`src/rtl/haf_pkg.sv`:
```
package haf_pkg;
   localparam int BYTE_W = 8;
   localparam int NUM_EV = 4;
   typedef enum logic [1:0] {
      EV_CRC     = 2'd0,
      EV_ABORT   = 2'd1,
      EV_DISCARD = 2'd2,
      EV_NOMATCH = 2'd3
   } ev_e;
endpackage

```
`src/rtl/haf_addr_match.sv`:
```
module haf_addr_match #(
   parameter int NUM_ADDR = 4,
   parameter int AW       = 16
) (
   input  logic [AW-1:0]          cand,
   input  logic [AW-1:0]          mask,
   input  logic [NUM_ADDR*AW-1:0] table_flat,
   output logic                   hit
);
   logic [NUM_ADDR-1:0] hit_vec;

   for (genvar i = 0; i < NUM_ADDR; i++) begin : g_entry
      assign hit_vec[i] = ((cand ^ table_flat[i*AW +: AW]) & mask) == '0;
   end

   assign hit = |hit_vec;
endmodule

```
`src/rtl/haf_len_track.sv`:
```
module haf_len_track #(
   parameter int LEN_W = 16
) (
   input  logic             clk,
   input  logic             rst_n,
   input  logic             frm_start,
   input  logic             byte_vld,
   input  logic [LEN_W-1:0] max_len,
   output logic [LEN_W:0]   byte_cnt,
   output logic             len_viol
);
   localparam int CW = LEN_W + 1;

   logic at_top;
   logic over_next;

   assign at_top    = &byte_cnt;
   assign over_next = byte_cnt >= {1'b0, max_len};

   always_ff @(posedge clk or negedge rst_n) begin
      if (!rst_n) begin
         byte_cnt <= '0;
         len_viol <= 1'b0;
      end else if (frm_start) begin
         byte_cnt <= '0;
         len_viol <= 1'b0;
      end else if (byte_vld) begin
         if (!at_top) byte_cnt <= byte_cnt + CW'(1);
         if (over_next) len_viol <= 1'b1;
      end
   end
endmodule

```
`src/rtl/haf_event_ctr.sv`:
```
module haf_event_ctr #(
   parameter int CNT_W = 16
) (
   input  logic             clk,
   input  logic             rst_n,
   input  logic             inc,
   input  logic             clr,
   output logic [CNT_W-1:0] cnt
);
   always_ff @(posedge clk or negedge rst_n) begin
      if (!rst_n)   cnt <= '0;
      else if (clr) cnt <= '0;
      else if (inc) cnt <= cnt + CNT_W'(1);
   end
endmodule

```
`src/rtl/hdlc_addr_filter.sv`:
```
module hdlc_addr_filter #(
   parameter int NUM_ADDR = 4,
   parameter int CNT_W    = 16,
   parameter int LEN_W    = 16
) (
   input  logic                            clk,
   input  logic                            rst_n,
   input  logic                            frm_start,
   input  logic                            byte_vld,
   input  logic [haf_pkg::BYTE_W-1:0]      byte_data,
   input  logic                            eof_vld,
   input  logic                            eof_crc_err,
   input  logic                            eof_abort,
   input  logic                            eof_no_buf,
   input  logic [2*haf_pkg::BYTE_W-1:0]    cfg_mask,
   input  logic [NUM_ADDR*2*haf_pkg::BYTE_W-1:0] cfg_addr,
   input  logic [LEN_W-1:0]                cfg_max_len,
   input  logic [haf_pkg::NUM_EV-1:0]      cnt_clr,
   output logic                            decision_vld,
   output logic                            accept,
   output logic                            len_viol,
   output logic [CNT_W-1:0]                cnt_crc,
   output logic [CNT_W-1:0]                cnt_abort,
   output logic [CNT_W-1:0]                cnt_discard,
   output logic [CNT_W-1:0]                cnt_nomatch
);
   import haf_pkg::*;

   localparam int AW = 2 * BYTE_W;

   initial begin
      assert (NUM_ADDR >= 1) else $error("NUM_ADDR must be at least 1");
      assert (CNT_W >= 1)    else $error("CNT_W must be at least 1");
      assert (LEN_W >= 2)    else $error("LEN_W must be at least 2");
   end

   logic [LEN_W:0]       byte_cnt;
   logic [BYTE_W-1:0]    first_q;
   logic                 hit;
   logic                 clean_eof;
   logic [NUM_EV-1:0]    ev_inc;
   logic [CNT_W-1:0]     ev_cnt [NUM_EV];

   haf_len_track #(.LEN_W(LEN_W)) u_len (
      .clk       (clk),
      .rst_n     (rst_n),
      .frm_start (frm_start),
      .byte_vld  (byte_vld),
      .max_len   (cfg_max_len),
      .byte_cnt  (byte_cnt),
      .len_viol  (len_viol)
   );

   // first octet lands in the upper half of the compare word
   haf_addr_match #(.NUM_ADDR(NUM_ADDR), .AW(AW)) u_match (
      .cand       ({first_q, byte_data}),
      .mask       (cfg_mask),
      .table_flat (cfg_addr),
      .hit        (hit)
   );

   always_ff @(posedge clk or negedge rst_n) begin
      if (!rst_n) begin
         first_q      <= '0;
         decision_vld <= 1'b0;
         accept       <= 1'b0;
      end else if (frm_start) begin
         decision_vld <= 1'b0;
         accept       <= 1'b0;
      end else if (byte_vld) begin
         if (byte_cnt == '0) first_q <= byte_data;
         if (byte_cnt == (LEN_W+1)'(1)) begin
            decision_vld <= 1'b1;
            accept       <= hit;
         end
      end
   end

   assign clean_eof = eof_vld & ~eof_crc_err & ~eof_abort & ~eof_no_buf;

   always_comb begin
      ev_inc             = '0;
      ev_inc[EV_ABORT]   = eof_vld & eof_abort;
      ev_inc[EV_CRC]     = eof_vld & eof_crc_err & ~eof_abort;
      ev_inc[EV_DISCARD] = eof_vld & eof_no_buf;
      ev_inc[EV_NOMATCH] = clean_eof & decision_vld & ~accept;
   end

   for (genvar e = 0; e < NUM_EV; e++) begin : g_ev
      haf_event_ctr #(.CNT_W(CNT_W)) u_ctr (
         .clk   (clk),
         .rst_n (rst_n),
         .inc   (ev_inc[e]),
         .clr   (cnt_clr[e]),
         .cnt   (ev_cnt[e])
      );
   end

   assign cnt_crc     = ev_cnt[EV_CRC];
   assign cnt_abort   = ev_cnt[EV_ABORT];
   assign cnt_discard = ev_cnt[EV_DISCARD];
   assign cnt_nomatch = ev_cnt[EV_NOMATCH];
endmodule

```
`config.mk`:
```
export PLATFORM = sky130hd
export DESIGN_NAME = hdlc_addr_filter
export DESIGN_NICKNAME = d
export VERILOG_FILES = /design/src/rtl/haf_pkg.sv /design/src/rtl/haf_addr_match.sv /design/src/rtl/haf_len_track.sv /design/src/rtl/haf_event_ctr.sv /design/src/rtl/hdlc_addr_filter.sv
export SDC_FILE = /design/constraint.sdc
export NUM_CORES = 1
export LEC_CHECK = 0
export ABC_AREA = 1
export BUFFER_PORTS_ARGS = -buffer_cell sky130_fd_sc_hd__buf_2
export CAP_MARGIN = 20
export CORE_MARGIN = 4
export CORE_UTILIZATION = 40
export CTS_BUF_LIST = sky130_fd_sc_hd__clkbuf_4 sky130_fd_sc_hd__clkbuf_8 sky130_fd_sc_hd__clkbuf_16
export DETAILED_ROUTE_END_ITERATION = 8
export PLACE_DENSITY = 0.67
export RECOVER_POWER = 25
export SYNTH_ARGS = -nofsm -noshare
export SYNTH_HDL_FRONTEND = slang
export SYNTH_SLANG_ARGS = --single-unit
export TNS_END_PERCENT = 30
```
`constraint.sdc`:
```
create_clock -name clk -period 2.1 [get_ports clk]
set_input_delay 0.42 -clock clk [delete_from_list [all_inputs] [get_ports clk]]
set_output_delay 0.42 -clock clk [all_outputs]
set_load 0.01 [all_outputs]
```
==> summary by stage <==
Yosys
After technology mapping, the gate count stands at around 970. The synthesized netlist occupies a cell area of 6370 sq um. In this run the biggest area consumer among cell types represents about 36% of the synthesized area. The synthesized design contains 92 register bits. The register area share after synthesis is 36.1%. The average footprint of a synthesized cell is 6.55 sq um. Synthesis instantiated between 40 and 50 different standard cells from the library.

The number of warnings reported in the yosys synthesis log is 0. Summed over all instances, the cell type with the most area after synthesis is sky130_fd_sc_hd__dfrtp_1. The number of nets in the synthesized netlist is about 1100. By area the synthesized netlist is led by sky130_fd_sc_hd__dfrtp_1, sky130_fd_sc_hd__nand2_1, sky130_fd_sc_hd__nor2_1.

Critical path
The startpoint type of the worst setup path is a flop. The required time reported for the critical path endpoint is between 2 and 2.5 ns. The worst register-to-register path begins at u_len.byte_cnt[0]$_DFFE_PN0P_. The nature of the critical path endpoint is a flop. The first element of the critical path is u_len.byte_cnt[0]$_DFFE_PN0P_.

The data arrival time of the critical path is around 2.4 ns. The class of the most critical setup path is flop to flop. Along the worst path, the maximum fanout reaches 4.

GRT
The via count of the first global-routing pass is slightly above 6000. The global-route wire length before repair is around 28 mm. The overall overflow remaining after global route is 0. The maximum number of pins on one net before global-route repair is 36.

The initial antenna violation count is 3. The global routing usage summed across all routing layers is roughly a fifth.

Hold path
In this run the worst hold path is classified as primary input to asynchronous set/reset pin.

Layout
The finished layout holds roughly 1400 standard cells, fillers aside. The fraction of final layout cells sized beyond drive strength 1 is about a quarter. In the final layout, the multi-input gates occupy between 3000 and 4000 sq um. Once layout is done, the placed cells without fillers occupy around 8100 sq um. The post-route core utilization is 52.8%. Counting the fill cells in the layout gives between 1500 and 2000. The net total in the final layout is between 1000 and 1500.

The library cell used most frequently in the layout, excluding fill and tap cells, is sky130_fd_sc_hd__nand2_1. The area growth from synthesis to layout is 27.8%. The flip-flop and latch area is around 2300 sq um. The library cells used most frequently in the layout, excluding fill and tap cells, are sky130_fd_sc_hd__nand2_1, sky130_fd_sc_hd__buf_2, sky130_fd_sc_hd__nor2_1.

Placed design
Detailed placement finished with a half-perimeter wire length of around 14 mm. The standard cell area after detailed placement is between 7000 and 8000 sq um. The worst setup slack after placement is -0.144 ns. The total instance count after detailed placement is ~1400. The count of buffers added on input and output ports is ~180. Routability-driven placement finished with a final weighted congestion of about 0.87.

Pwr
The analysis attributes to net switching a power of 0.00135 W. VDD sags by at most approximately 390 uV. Per report_power, the clock group accounts for around 37% of the total.

The power density of the placed cells is between 500 and 600 nW/um^2. Net switching is 29.9% of the power. The part of the power in combinational logic is about a fifth. The analysis attributes to cell leakage a power of approximately 4.4 nW.

The internal power of the cells totals about 0.0032 W. Power comes to approximately 0.0045 W. The share of power burned in registers is 44.1%.

CTS
TritonCTS built the clock tree. TritonCTS created 9 clock buffers. The tree is rooted in a sky130_fd_sc_hd__clkbuf_16. CTS built an H-tree with a depth of 3.

The clock-pin slew reported for the worst setup and hold paths after clock tree synthesis is 0.07 ns. Clock latency on the worst-skew pair, taken at its later pin, is 0.34 ns. The clock passes through at most 2 buffers. The number of hold buffers added after CTS was 0. The sink count of the clock tree is between 90 and 100.

Route
The post-detailed-route wirelength per cell is 12.6 microns. The number of nets with antenna violations after detailed routing is 0. The final layout contains routed wiring with a total length of 17.6 mm. The detailed router placed ~6700 vias in this run. The iteration-0 DRC count of the detailed router is roughly 220. The DRC violations left is 0. The first-pass iteration count of the detailed router is 5. Using the TritonRoute via totals, the vias-per-cell ratio works out to roughly 4.8.

Outcome
The run finished, with violations left. The checks that failed: setup timing.

Floorplanning
In this run the core area contains 45 standard-cell rows. Pin placement for this block handled roughly 180 I/O pins. The total area inside the core boundary comes to approximately 15000 sq um. For this configuration, the core starts out at a cell density of between 40% and 50%. The die outline area is 18000 sq um. In this run the horizontal extent of the chip is around 130 microns. From bottom edge to top edge, the die measures around 130 microns.

STA
At the pin with the least slew margin, the transition time is ~0.94 ns. The worst max-slew margin expressed relative to the limit is between 30 and 40%. Clock skew on the completed layout was measured at 0.00647 ns.

Setup repair after global routing could not meet its margin everywhere. The highest clock rate is between 0.4 and 0.5 GHz. The worst path uses 103% of the clock period.

Setup violations remaining at the end of the flow were counted as 5. The count of endpoints failing hold in the final timing report is 0. The max-slew violation count is 0.

Setup slack on the critical path of the routed design comes to -0.0591 ns. The routed design could run at a clock period as short as 2.16 ns.

Run
Across the run, the number of max-cap violations was 0.
## per-layer routing
| layer | vias up | track usage (%) | routed length (microns) | share of wire (%) |
|---|---|---|---|---|
| li1 | 3529 | - | - | - |
| met4 | 0 | 5.71 | 309 | 1.8 |
| met5 | - | 0 | 0 | 0 |
| met3 | 18 | 4.13 | 972 | 5.5 |
| met1 | 2997 | 25.1 | 8050 | 46 |
| met2 | 155 | 31.3 | 8280 | 47 |
## final cells by class
| type | instances | area share [%] |
|---|---|---|
| clock buffer | 10 | 2.94 |
| timing repair buffer | 216 | 14.4 |
| sequential | 92 | 28.3 |
| inverter | 148 | 6.86 |
| multi-input combinational | 718 | 43.4 |
| tap | 211 | 3.24 |
| antenna | 3 | 0.0922 |
| clock inverter | 5 | 0.769 |
## worst max-delay path, stage by stage (launching register included)
cell	delay (ns)
sky130_fd_sc_hd__dfrtp_1	0.39
sky130_fd_sc_hd__ha_2	0.20
sky130_fd_sc_hd__nand3_2	0.07
sky130_fd_sc_hd__nand3b_1	0.16
sky130_fd_sc_hd__nor3_2	0.07
sky130_fd_sc_hd__ha_2	0.18
sky130_fd_sc_hd__inv_2	0.06
sky130_fd_sc_hd__nand2_4	0.05
sky130_fd_sc_hd__nand2_4	0.08
sky130_fd_sc_hd__inv_4	0.04
sky130_fd_sc_hd__nor2_4	0.10
sky130_fd_sc_hd__nand2_2	0.07
sky130_fd_sc_hd__nor2_2	0.12
sky130_fd_sc_hd__nand2_2	0.09
sky130_fd_sc_hd__nor2_4	0.14
sky130_fd_sc_hd__nand2_2	0.08
sky130_fd_sc_hd__nor2_2	0.07
sky130_fd_sc_hd__nor2_1	0.05
## sequential cells by signal, indices dropped and copies added (netlist names)
name            cells
u_len.len_viol      1
g_ev.u_ctr.cnt     64
first_q             8
decision_vld        1
u_len.byte_cnt     17
accept              1
## timing repair
action,CTS,global route
endpoints found under the hold margin,0,0
buffers inserted,6,8
endpoints found under the setup margin,6,14
pin swaps,4,16
resized for setup,12,24
## cell families after synthesis
kind of cell	share of synthesized area, %
flip-flops	36.1
AND/OR/NAND/NOR	38.9
adder cells (fa/ha/maj)	4.71
multiplexers	0.177
buffers and inverters	9.64
AO/OA/AOI/OAI	10.0
XOR/XNOR	0.413
## power groups by stage
stage	clock network, W	logic, W	registers [W]
3_5_place_dp	0	0.000852	0.00202
3_3_place_gp	0	0.000835	0.00202
5_1_grt	0.00179	0.000991	0.00201
4_1_cts	0.00173	0.000860	0.00199
6_report	0.00167	0.000851	0.00199
2_1_floorplan	0	0.000578	0.00194
## Yosys cell counts (all sizes together)
cell type / n
nand4: 21
dfrtp: 92
xnor2: 1
nand3b: 1
inv: 147
and3: 1
a2bb2oi: 1
a21oi: 53
nor3b: 1
nor4: 5
nor3: 34
or2: 6
a211oi: 4
nand3: 67
o211a: 1
o21a: 3
clkbuf: 12
mux2: 1
o211ai: 1
ha: 24
buf: 3
o31ai: 1
a31oi: 1
o21ai: 53
a21boi: 1
clkinv: 1
nand2: 253
and2: 1
a221oi: 1
xor2: 2
nor2: 180
## through the flow
stage | TNS [ns] | hold WS (ns)
finish | -0.152 | 0.203
CTS | -0.0296 | 0.0420
global placement | -0.0376 | 0.414
global route | -1.62 | 0.256
floorplan | 0 | 0.124
detailed placement | -0.385 | 0.422
## final timing paths
check | end | slack (ns) | depth (start not counted)
worst min register to register | u_len.len_viol$_DFFE_PN0P_ | 0.49 | 2
max in group asynchronous | first_q[7]$_DFFE_PN0P_ | 0.51 | 2
worst max register to register | u_len.byte_cnt[12]$_DFFE_PN0P_ | -0.06 | 17
worst max-delay path | u_len.byte_cnt[12]$_DFFE_PN0P_ | -0.06 | 17
worst min-delay path | g_ev[1].u_ctr.cnt[15]$_DFFE_PN0P_ | 0.20 | 1
min in group clk | g_ev[0].u_ctr.cnt[10]$_DFFE_PN0P_ | 0.32 | 2
Power figures use the tool's default switching activity.
